$ cat src/rtl/sar_pkg.sv
package sar_pkg;
  typedef enum logic {
    SAR_IDLE = 1'b0,
    SAR_RUN  = 1'b1
  } sar_state_e;
endpackage

$ cat src/rtl/sar_bit_ptr.sv
module sar_bit_ptr #(
  parameter int FULL_BITS = 12,
  parameter int SHORT_LSB = 4
) (
  input  logic                 clk,
  input  logic                 rst_n,
  input  logic                 load_i,
  input  logic                 step_i,
  input  logic                 short_i,
  output logic [FULL_BITS-1:0] ptr_o,
  output logic                 last_o
);
  localparam logic [FULL_BITS-1:0] MSB_ONE = {1'b1, {(FULL_BITS-1){1'b0}}};

  logic [FULL_BITS-1:0] ptr_q, ptr_d;
  logic                 ptr_en;

  assign ptr_en = load_i | step_i;
  assign last_o = short_i ? ptr_q[SHORT_LSB] : ptr_q[0];

  always_comb begin
    ptr_d = ptr_q;
    if (load_i)      ptr_d = MSB_ONE;
    else if (last_o) ptr_d = '0;
    else             ptr_d = ptr_q >> 1;
  end

  always_ff @(posedge clk or negedge rst_n) begin
    if (!rst_n)      ptr_q <= '0;
    else if (ptr_en) ptr_q <= ptr_d;
  end

  assign ptr_o = ptr_q;


  ptr_onehot_chk: assert property (@(posedge clk) disable iff (!rst_n)
    $onehot0(ptr_q));


  ptr_live_chk: assert property (@(posedge clk) disable iff (!rst_n)
    step_i |-> (ptr_q != '0));
endmodule

$ cat src/rtl/sar_trial_reg.sv
module sar_trial_reg #(
  parameter int FULL_BITS = 12
) (
  input  logic                 clk,
  input  logic                 rst_n,
  input  logic                 load_i,
  input  logic                 step_i,
  input  logic [FULL_BITS-1:0] ptr_i,
  input  logic                 cmp_above_i,
  output logic [FULL_BITS-1:0] trial_o,
  output logic [FULL_BITS-1:0] decided_o
);
  localparam logic [FULL_BITS-1:0] MSB_ONE = {1'b1, {(FULL_BITS-1){1'b0}}};

  logic [FULL_BITS-1:0] trial_q, trial_d;
  logic                 trial_en;

  assign decided_o = cmp_above_i ? trial_q : (trial_q & ~ptr_i);
  assign trial_en  = load_i | step_i;

  always_comb begin
    if (load_i) trial_d = MSB_ONE;
    else        trial_d = decided_o | (ptr_i >> 1);
  end

  always_ff @(posedge clk or negedge rst_n) begin
    if (!rst_n)        trial_q <= '0;
    else if (trial_en) trial_q <= trial_d;
  end

  assign trial_o = trial_q;


  trial_bit_set_chk: assert property (@(posedge clk) disable iff (!rst_n)
    step_i |-> ((trial_q & ptr_i) != '0));


  trial_low_clear_chk: assert property (@(posedge clk) disable iff (!rst_n)
    step_i |-> ((trial_q & (ptr_i - 1'b1)) == '0));
endmodule

$ cat src/rtl/sar_result_reg.sv
module sar_result_reg #(
  parameter int FULL_BITS = 12,
  parameter int SHORT_LSB = 4
) (
  input  logic                 clk,
  input  logic                 rst_n,
  input  logic                 capture_i,
  input  logic                 short_i,
  input  logic [FULL_BITS-1:0] decided_i,
  output logic [FULL_BITS-1:0] result_o
);
  logic [FULL_BITS-1:0] res_q, res_d;

  generate
    if (SHORT_LSB > 0) begin : g_marker
      localparam logic [SHORT_LSB-1:0] MARK = SHORT_LSB'(1) << (SHORT_LSB - 1);
      always_comb begin
        res_d = decided_i;
        if (short_i) res_d[SHORT_LSB-1:0] = MARK;
      end
    end else begin : g_plain
      always_comb res_d = decided_i;
    end
  endgenerate

  always_ff @(posedge clk or negedge rst_n) begin
    if (!rst_n)         res_q <= '0;
    else if (capture_i) res_q <= res_d;
  end

  assign result_o = res_q;
endmodule

$ cat src/rtl/sar_conv_seq.sv
module sar_conv_seq #(
  parameter int FULL_BITS  = 12,
  parameter int SHORT_BITS = 8
) (
  input  logic                 clk,
  input  logic                 rst_n,
  input  logic                 start_i,
  input  logic                 short_i,
  input  logic                 cmp_above_i,
  output logic [FULL_BITS-1:0] dac_code_o,
  output logic                 busy_o,
  output logic [FULL_BITS-1:0] result_o,
  output logic                 result_valid_o
);
  import sar_pkg::*;

  localparam int SHORT_LSB = FULL_BITS - SHORT_BITS;
  localparam logic [FULL_BITS-1:0] MSB_ONE = {1'b1, {(FULL_BITS-1){1'b0}}};

  sar_state_e           state_q, state_d;
  logic                 short_q, short_d;
  logic                 valid_q, valid_d;
  logic                 start_ok, step, last, finish;
  logic [FULL_BITS-1:0] ptr, decided;

  assign start_ok = start_i && (state_q == SAR_IDLE);
  assign step     = (state_q == SAR_RUN);
  assign finish   = step && last;

  always_comb begin
    state_d = state_q;
    case (state_q)
      SAR_IDLE: if (start_ok) state_d = SAR_RUN;
      SAR_RUN:  if (last)     state_d = SAR_IDLE;
      default:                state_d = SAR_IDLE;
    endcase
    short_d = start_ok ? short_i : short_q;
    if (start_ok)    valid_d = 1'b0;
    else if (finish) valid_d = 1'b1;
    else             valid_d = valid_q;
  end

  always_ff @(posedge clk or negedge rst_n) begin
    if (!rst_n) begin
      state_q <= SAR_IDLE;
      short_q <= 1'b0;
      valid_q <= 1'b0;
    end else begin
      state_q <= state_d;
      if (start_ok) short_q <= short_d;
      valid_q <= valid_d;
    end
  end

  sar_bit_ptr #(.FULL_BITS(FULL_BITS), .SHORT_LSB(SHORT_LSB)) u_ptr (
    .clk(clk), .rst_n(rst_n), .load_i(start_ok), .step_i(step),
    .short_i(short_q), .ptr_o(ptr), .last_o(last)
  );

  sar_trial_reg #(.FULL_BITS(FULL_BITS)) u_trial (
    .clk(clk), .rst_n(rst_n), .load_i(start_ok), .step_i(step),
    .ptr_i(ptr), .cmp_above_i(cmp_above_i),
    .trial_o(dac_code_o), .decided_o(decided)
  );

  sar_result_reg #(.FULL_BITS(FULL_BITS), .SHORT_LSB(SHORT_LSB)) u_res (
    .clk(clk), .rst_n(rst_n), .capture_i(finish), .short_i(short_q),
    .decided_i(decided), .result_o(result_o)
  );

  assign busy_o         = step;
  assign result_valid_o = valid_q;


  start_msb_chk: assert property (@(posedge clk) disable iff (!rst_n)
    $rose(busy_o) |-> (dac_code_o == MSB_ONE));


  no_valid_busy_chk: assert property (@(posedge clk) disable iff (!rst_n)
    busy_o |-> !result_valid_o);


  valid_at_end_chk: assert property (@(posedge clk) disable iff (!rst_n)
    $fell(busy_o) |-> result_valid_o);


  result_hold_chk: assert property (@(posedge clk) disable iff (!rst_n)
    busy_o |-> $stable(result_o));


  short_hold_chk: assert property (@(posedge clk) disable iff (!rst_n)
    (busy_o && $past(busy_o)) |-> $stable(short_q));

  generate
    if (SHORT_LSB > 0) begin : g_mark_chk

      short_mark_chk: assert property (@(posedge clk) disable iff (!rst_n)
        ($fell(busy_o) && short_q) |->
          (result_o[SHORT_LSB-1:0] == (SHORT_LSB'(1) << (SHORT_LSB - 1))));
    end
  endgenerate
endmodule

$ cat config.mk
export PLATFORM = sky130hd
export DESIGN_NAME = sar_conv_seq
export DESIGN_NICKNAME = d
export VERILOG_FILES = /design/src/rtl/sar_pkg.sv /design/src/rtl/sar_bit_ptr.sv /design/src/rtl/sar_trial_reg.sv /design/src/rtl/sar_result_reg.sv /design/src/rtl/sar_conv_seq.sv
export SDC_FILE = /design/constraint.sdc
export NUM_CORES = 1
export LEC_CHECK = 0
export ABC_CLOCK_PERIOD_IN_PS = 1600
export BUFFER_PORTS_ARGS = -buffer_cell sky130_fd_sc_hd__buf_4
export CAP_MARGIN = 30
export CORE_ASPECT_RATIO = 2
export CORE_MARGIN = 10
export CORE_UTILIZATION = 35
export DETAILED_ROUTE_END_ITERATION = 16
export GPL_ROUTABILITY_DRIVEN = 1
export PLACE_DENSITY_LB_ADDON = 0.05
export REMOVE_ABC_BUFFERS = 1
export SYNTH_ARGS = -nofsm -noshare
export SYNTH_HDL_FRONTEND = slang
export SYNTH_SLANG_ARGS = --single-unit
$ cat constraint.sdc
create_clock -name clk -period 1.6 [get_ports clk]
set_input_delay 0.16 -clock clk [delete_from_list [all_inputs] [get_ports clk]]
set_output_delay 0.16 -clock clk [all_outputs]
set_load 0.005 [all_outputs]
Word level (Yosys, flattened, before mapping)
Cells that the tools add are included.
Widths: inputs -> output; s select.
{ "totals": {"ff_bits": 39, "inputBits": 5, "output_inout_bits": 26, "wordCells": 25} }
{ "op_classes": {"mux": 11, "bitwise": 5, "n_reduce_logical": 3} }
{ "ops": {"columns": ["cell", "count"], "rows": [
  ["$mux 12", 3],
  ["$and 12x12->12", 1],
  ["$not 12->12", 1],
  ["$or 12x11->12", 1],
  ["$mux 11", 1],
  ["$mux 1", 5],
  ["$mux 4", 1],
  ["$logic_and 1x1->1", 2],
  ["$pmux 1 s2", 1],
  ["$reduce_bool 2->1", 1],
  ["$not 1->1", 1],
  ["$or 1x1->1", 1]
]} }

Longest topological paths before layout
Gate-level depths: netlist of the first run.
{ "logic_depth": {"word_depth": 5, "ltp_mapped": 5, "ltp_nobuf": 3} }

Cells and area by module
From an unflattened synthesis of the first run, not the netlist that was laid out.
{ "hier_totals": {"hier_cells": 153, "area_unflattened_um2": 1780.5} }
{ "by_module_without_submodules": {"columns": ["mod", "n_inst", "cells_each", "area_each_um2", "seq_area_each_um2"], "rows": [
  ["sar_trial_reg", 1, 75, 669.4, 300.3],
  ["sar_bit_ptr", 1, 33, 493.0, 300.3],
  ["sar_result_reg", 1, 34, 485.5, 300.3],
  ["sar_conv_seq", 1, 11, 132.6, 75.1]
]} }

Worst setup path before layout of the first run
OpenSTA, ideal clock, no wires.
{ "synth_path": {"path_kind": "reg-to-reg", "startpoint": "register short_q", "endpoint": "register u_res.res_q[11] (netlist: u_res.result_o[11])", "setup_time_ps": 125, "t_arrival_ps": 1097, "required_ps": 1475, "path_slack_ps": 378, "path_stages_with_launch": 5, "n_path_buf": 1, "period_less_slack_ps": 1222, "cell_sequence": "dfrtp_1 > mux2i_1 > buf_6 > nor2_2 > mux2_2"} }
{ "synth_between": {"elab_chain_len": 2} }
{ "synth_lines": {"columns": ["element", "line", "rtl"], "rows": [
  ["start, declared", "sar_conv_seq.sv:21", "logic short_q, short_d;"],
  ["start signal, assigned", "sar_conv_seq.sv:50", "if (start_ok) short_q <= short_d;"],
  ["$mux 1", "sar_bit_ptr.sv:19", "assign last_o = short_i ? ptr_q[SHORT_LSB] : ptr_q[0];"],
  ["$logic_and 1x1->1", "sar_conv_seq.sv:28", "assign finish = step && last;"],
  ["end signal, assigned", "sar_result_reg.sv:28", "else if (capture_i) res_q <= res_d;"],
  ["end, declared", "sar_result_reg.sv:12", "logic [FULL_BITS-1:0] res_q, res_d;"]
]} }
No other way between the ends.
A chain may end at the register's enable or synchronous reset.

Final worst setup path of the first run
{ "layout_path": {"startpoint": "register short_q", "endpoint": "register u_res.res_q[4] (netlist: u_res.result_o[4])"} }
Same word-level chain as after synthesis.

==> impl_metrics.ini, run 1 <==
[route]
top_layer_used = met4
wirelength_mm = 4.07
drc_errors = 0
firstDrtPassIters = 4
via_per_inst = 5.20
met3_length_um = 279
ant_nets = 0
drt-met1-wl_mm = 1.66
vias = 1216
initialDrtViolationCount = 35
routedWlPerCell_um = 17.4
wl_met2_mm = 2.06

[synthesis]
synthesis.area_um2 = 1640
synth_top_area_share_pct = 59.6
synth_area_per_cell_um2 = 11.4
yosys.area.top_type = dfrtp_1
ys.flop_type = dfrtp_1
ys_seq_elements = 39
yosys-top-cells-count = 39 x dfrtp_1, 17 x a22o_1, 15 x o21ai_0
async_reset_ff_share_pct = 100
yosys_warnings = 0
ys_seq_area_share_pct = 59.6
syn-instance-count = 144
synth_enable_flop_cells = 0
yosysMostFrequentCell = dfrtp_1
yosysUniqueCellTypes = 28
synth_area_leaders = dfrtp_1 60%, a22o_1 9.1%, o21ai_0 4.6%

[final_layout]
filler_cell_count = 463
area_growth_pct = 23.4
fin_cells = 234
final_layout_size_suffix_gt1_share_pct = 26.3
num-nets-final = 184
stdcell_area_um2 = 2020
n_antenna_cell = 0

[power]
totalPowerFinal_uw = 3570
p_leak_uw = 0.000960
ir_worst_vdd_mv = 0.859
powerDensity_nw_per_um2 = 1770

[global_route]
grt_usage_pct = 11.4
grt_pass1_wl_mm = 6.81
antenna_found_initial = 0
grt_overflow_total = 0
grt_pass1_vias = 1335
grt_max_degree = 40

[setup_path]
cp-end-kind = register
startpoint_type = register
cp.arrival_ns = 1.52
crit_type = register to register
cp_max_fo = 10
cp_data_required_time_ns = 1.75

[timing]
max_freq_ghz = 0.733
hold_violations = 0
tightest_slew_ns = 0.503
setup_viol = 0
rsz0062_at_grt = false
timing.final.ws_setup_ns = 0.235
whs_ns = 0.108
slew_headroom_pct = 66.5
finalClockSkew_ns = 0.00800
min_period_ns = 1.36
finalMaxSlewViolations = 0
finalCritPeriodShare_pct = 85.3

[floorplan]
die_w_um = 68.4
fp.dieArea_um2 = 7980
core-area_um2 = 4550
io_pins = 31
initial_utilization_pct = 36.0
die_h_um = 117
num_rows = 35

[clock_network]
clockBufferDepth = 2
cts_tree = built
htree_levels = 2
cts_buffers = 5
clkTransAtPathRegs_ns = 0.08
cts_sinks = 39
clock_latency_ns = 0.29
postCtsSetupBuffers = 0
cts-root-buf = clkbuf_8

[run_status]
status = finished clean

[placement]
detailed_place_hpwl_mm = 2.87
place_area_um2 = 1920
io_buffers = 30
dp_cells = 226
dp_slack_ns = 0.216
place_congestion = 0.751

[run]
cap_violations = 0

[worst_hold_path]
min_path_type = input pin to register
[layout by cell type, fill, tap and decap left out, drive strengths merged]
master | Yosys | routed
o32a | 1 | 1
dlygate4sd3 | 0 | 1
o41ai | 1 | 1
a21o | 7 | 7
clkinv | 0 | 1
o22ai | 1 | 1
mux2i | 1 | 1
nor2 | 5 | 5
buf | 6 | 36
a22oi | 2 | 2
clkbuf | 3 | 6
inv | 7 | 7
nor2b | 1 | 1
nand2b | 11 | 11
o2bb2ai | 2 | 2
mux2 | 2 | 2
nand2 | 12 | 12
o211ai | 2 | 2
o31ai | 1 | 1
dfrtp | 39 | 39
o22a | 1 | 1
a22o | 17 | 17
a21boi | 1 | 1
a21oi | 3 | 3
o21ai | 16 | 16
and2 | 2 | 2
[repair_timing]
action | 4_1_cts | 5_1_grt
gates resized for setup | 0 | 0
hold buffers | 1 | 0
endpoints found under the hold margin | 39 | 0
[critical path, stage by stage, from the launching register on]
cell and delay [ns]:
dfrtp_1 0.40, mux2i_1 0.29, nand2b_1 0.38, o21ai_0 0.16
[metal layers]
metal  global-route usage (%)  vias up
met2                     18.6       30
li1                         -      576
met4                     4.45        0
met1                     13.2      605
met3                     3.75        5
met5                        0        -
[through the flow]
stage | utilization, % | setup TNS [ns]
after floorplan | - | -3.13
after global placement | 42.2 | 0
after detailed placement | 42.2 | 0
after CTS | 44.4 | 0
after global routing | 44.4 | 0
final | 44.4 | 0
[report_power, final]
part	internal, uW	total [uW]	switching (uW)
clock network	338	669	331
logic	729	1280	551
registers	1350	1620	270
total	2410	3570	1150
[registers in the layout, indices dropped and copies added, names as in the netlist]
name,cells
short_q,1
u_trial.trial_o,12
u_res.result_o,12
result_valid_o,1
u_ptr.ptr_o,12
busy_o,1
[area by class of cell]
type | count | area, um^2 | area share [%]
clock inverter | 1 | 5.00 | 0.248
clock buffer | 6 | 82.6 | 4.09
multi-input combinational | 89 | 582 | 28.8
sequential | 39 | 976 | 48.3
timing repair buffer | 37 | 280 | 13.9
tap | 55 | 68.8 | 3.41
inverter | 7 | 26.3 | 1.30
[cell families after synthesis]
logic type | Yosys count | synth area share (%)
AOI/OAI and AO/OA | 55 | 24.0
DFF | 39 | 59.6
and+or+nand+nor | 31 | 9.55
buffers and inverters | 16 | 4.89
muxes | 3 | 1.99
[path summary, 6_finish.rpt]
kind | slack, ns | start | end | cells past startpoint
worst max-delay path | 0.24 | short_q | u_res.result_o[4] | 3
worst min-delay path | 0.11 | short_i | short_q | 2
worst max register to register | 0.24 | short_q | u_res.result_o[4] | 3
worst min register to register | 0.50 | u_res.result_o[1] | u_res.result_o[1] | 1
max in group asynchronous | 0.87 | rst_n | u_trial.trial_o[7] | 2
min in group asynchronous | 0.37 | rst_n | u_ptr.ptr_o[11] | 2
Note: power is estimated with default switching activity, not from simulation.
==> run 2: changes to the inputs <==
CORE_UTILIZATION = 45   (was 35)
==> run 2 against run 1 <==
Effect of this change: via count up 0.41%; design area up 0.62%; power up 1.4%; combinational power about the same; first-iteration DRC count down 26%; wire length down 5.5%; highest routed layer unchanged.
==> impl_metrics.ini, run 2 (synthesis gave the netlist of run 1 again) <==
[placement]
place_congestion = 0.826
detailed_place_hpwl_mm = 2.75
dp_cells = 221
io_buffers = 30

[route]
vias = 1221
firstDrtPassIters = 4
via_per_inst = 5.31
initialDrtViolationCount = 26
drc_errors = 0
routedWlPerCell_um = 16.7
ant_nets = 0
wirelength_mm = 3.85

[clock_network]
cts_sinks = 39
cts-root-buf = clkbuf_8
clockBufferDepth = 2
cts_buffers = 5
htree_levels = 2
cts_tree = built
clkTransAtPathRegs_ns = 0.07
clock_latency_ns = 0.29
cts_resized = 0

[global_route]
antenna_found_initial = 0
grt_usage_pct = 12.2
grt_pass1_wl_mm = 6.53
grt_pass1_vias = 1304
grt_overflow_total = 0
grt_max_degree = 40

[power]
p_leak_uw = 0.000970
powerDensity_nw_per_um2 = 1780
ir_worst_vdd_mv = 0.768

[timing]
finalMaxSlewViolations = 0
tightest_slew_ns = 0.483
min_period_ns = 1.35
hold_violations = 0
slew_headroom_pct = 67.8
finalCritPeriodShare_pct = 84.1
setup_viol = 0
max_freq_ghz = 0.743
fin_setup_tns_ns = 0
finalClockSkew_ns = 0.00239
rsz0062_at_grt = false

[floorplan]
num_rows = 31
die_w_um = 62.7
core-area_um2 = 3570
fp.dieArea_um2 = 6600
initial_utilization_pct = 45.9
io_pins = 31
die_h_um = 105

[final_layout]
area_growth_pct = 24.1
final_common_cell = dfrtp_1
final_layout_size_suffix_gt1_share_pct = 26.5
final_cell_mix = 39 x dfrtp_1, 37 x buf_4, 17 x a22o_1
num-nets-final = 185
fin_util_pct = 57.0
n_antenna_cell = 0
fin_cells = 230

[setup_path]
path_cells = mux2i_1 -> nand2b_1 -> o21ai_0
path_delay_family = flip-flops
crit_buf_inv = 0
crit_type = register to register
cp_data_required_time_ns = 1.75
startpoint_type = register
slowest_stage = dfrtp_1
cp.arrival_ns = 1.50
cp_max_fo = 10
cp-end-kind = register
critPathMaxStageDelay_ns = 0.41

[worst_hold_path]
min_path_type = input pin to register

[run_status]
status = finished clean

[run]
cap_violations = 0
-- run 2: cell count changes in the layout (fill, tap and decap cells not counted) --
cell,change
buf_4,+1
clkbuf_1,+1
clkbuf_8,+1
clkinv_2,-1
-- run 2: repair_timing --
item / CTS / global route
hold buffers: 1 / 0
hold endpoints to repair: 39 / 0
buffers inserted: 0 / 0
-- run 2: power by group --
part | switching (uW) | internal (uW) | leakage, uW
sequential | 274 | 1350 | 0.000499
combinational | 546 | 733 | 0.000420
clock | 322 | 393 | 0.0000515
-- run 2: stage by stage --
stage               instance area, um^2  hold slack, ns  setup WS (ns)  power [uW]
floorplan                          1580          -0.136         -0.146        2170
global route                       2030           0.119          0.149        3900
detailed placement                 1920           0.158          0.249        2950
CTS                                2030           0.111          0.236        3680
global placement                   1920           0.152          0.308        2920
finish                             2030           0.117          0.255        3620
-- run 2: final cells by class --
| type | instances | area, um^2 |
|---|---|---|
| tap | 49 | 61.3 |
| clock buffer | 8 | 100 |
| sequential | 39 | 976 |
| multi-input combinational | 89 | 582 |
| fill | 331 | 1540 |
| timing repair buffer | 38 | 288 |
| inverter | 7 | 26.3 |
-- run 2: tightest hold or removal path, cell delays in order --
cell and delay [ns]:
buf_4 0.09, nor2_1 0.04, nor2_1 0.07
-- run 2: final timing paths --
check / startpoint / to / slack (ns) / cells after the start
worst max-delay path: short_q / u_res.result_o[7] / 0.25 / 3
worst min-delay path: start_i / u_ptr.ptr_o[11] / 0.12 / 3
worst max register to register: short_q / u_res.result_o[7] / 0.25 / 3
worst min register to register: u_res.result_o[1] / u_res.result_o[1] / 0.50 / 1
max in group asynchronous: rst_n / u_ptr.ptr_o[1] / 0.88 / 2
min in group asynchronous: rst_n / busy_o / 0.38 / 2
-- run 2: metal layers --
layer  GRT usage [%]  share of wire, %  vias up
li1                -                 -      581
met1            13.3                41      600
met2            20.9                51       33
met3            4.45               6.7        7
met4            4.82               1.4        0
met5               0                 0        -
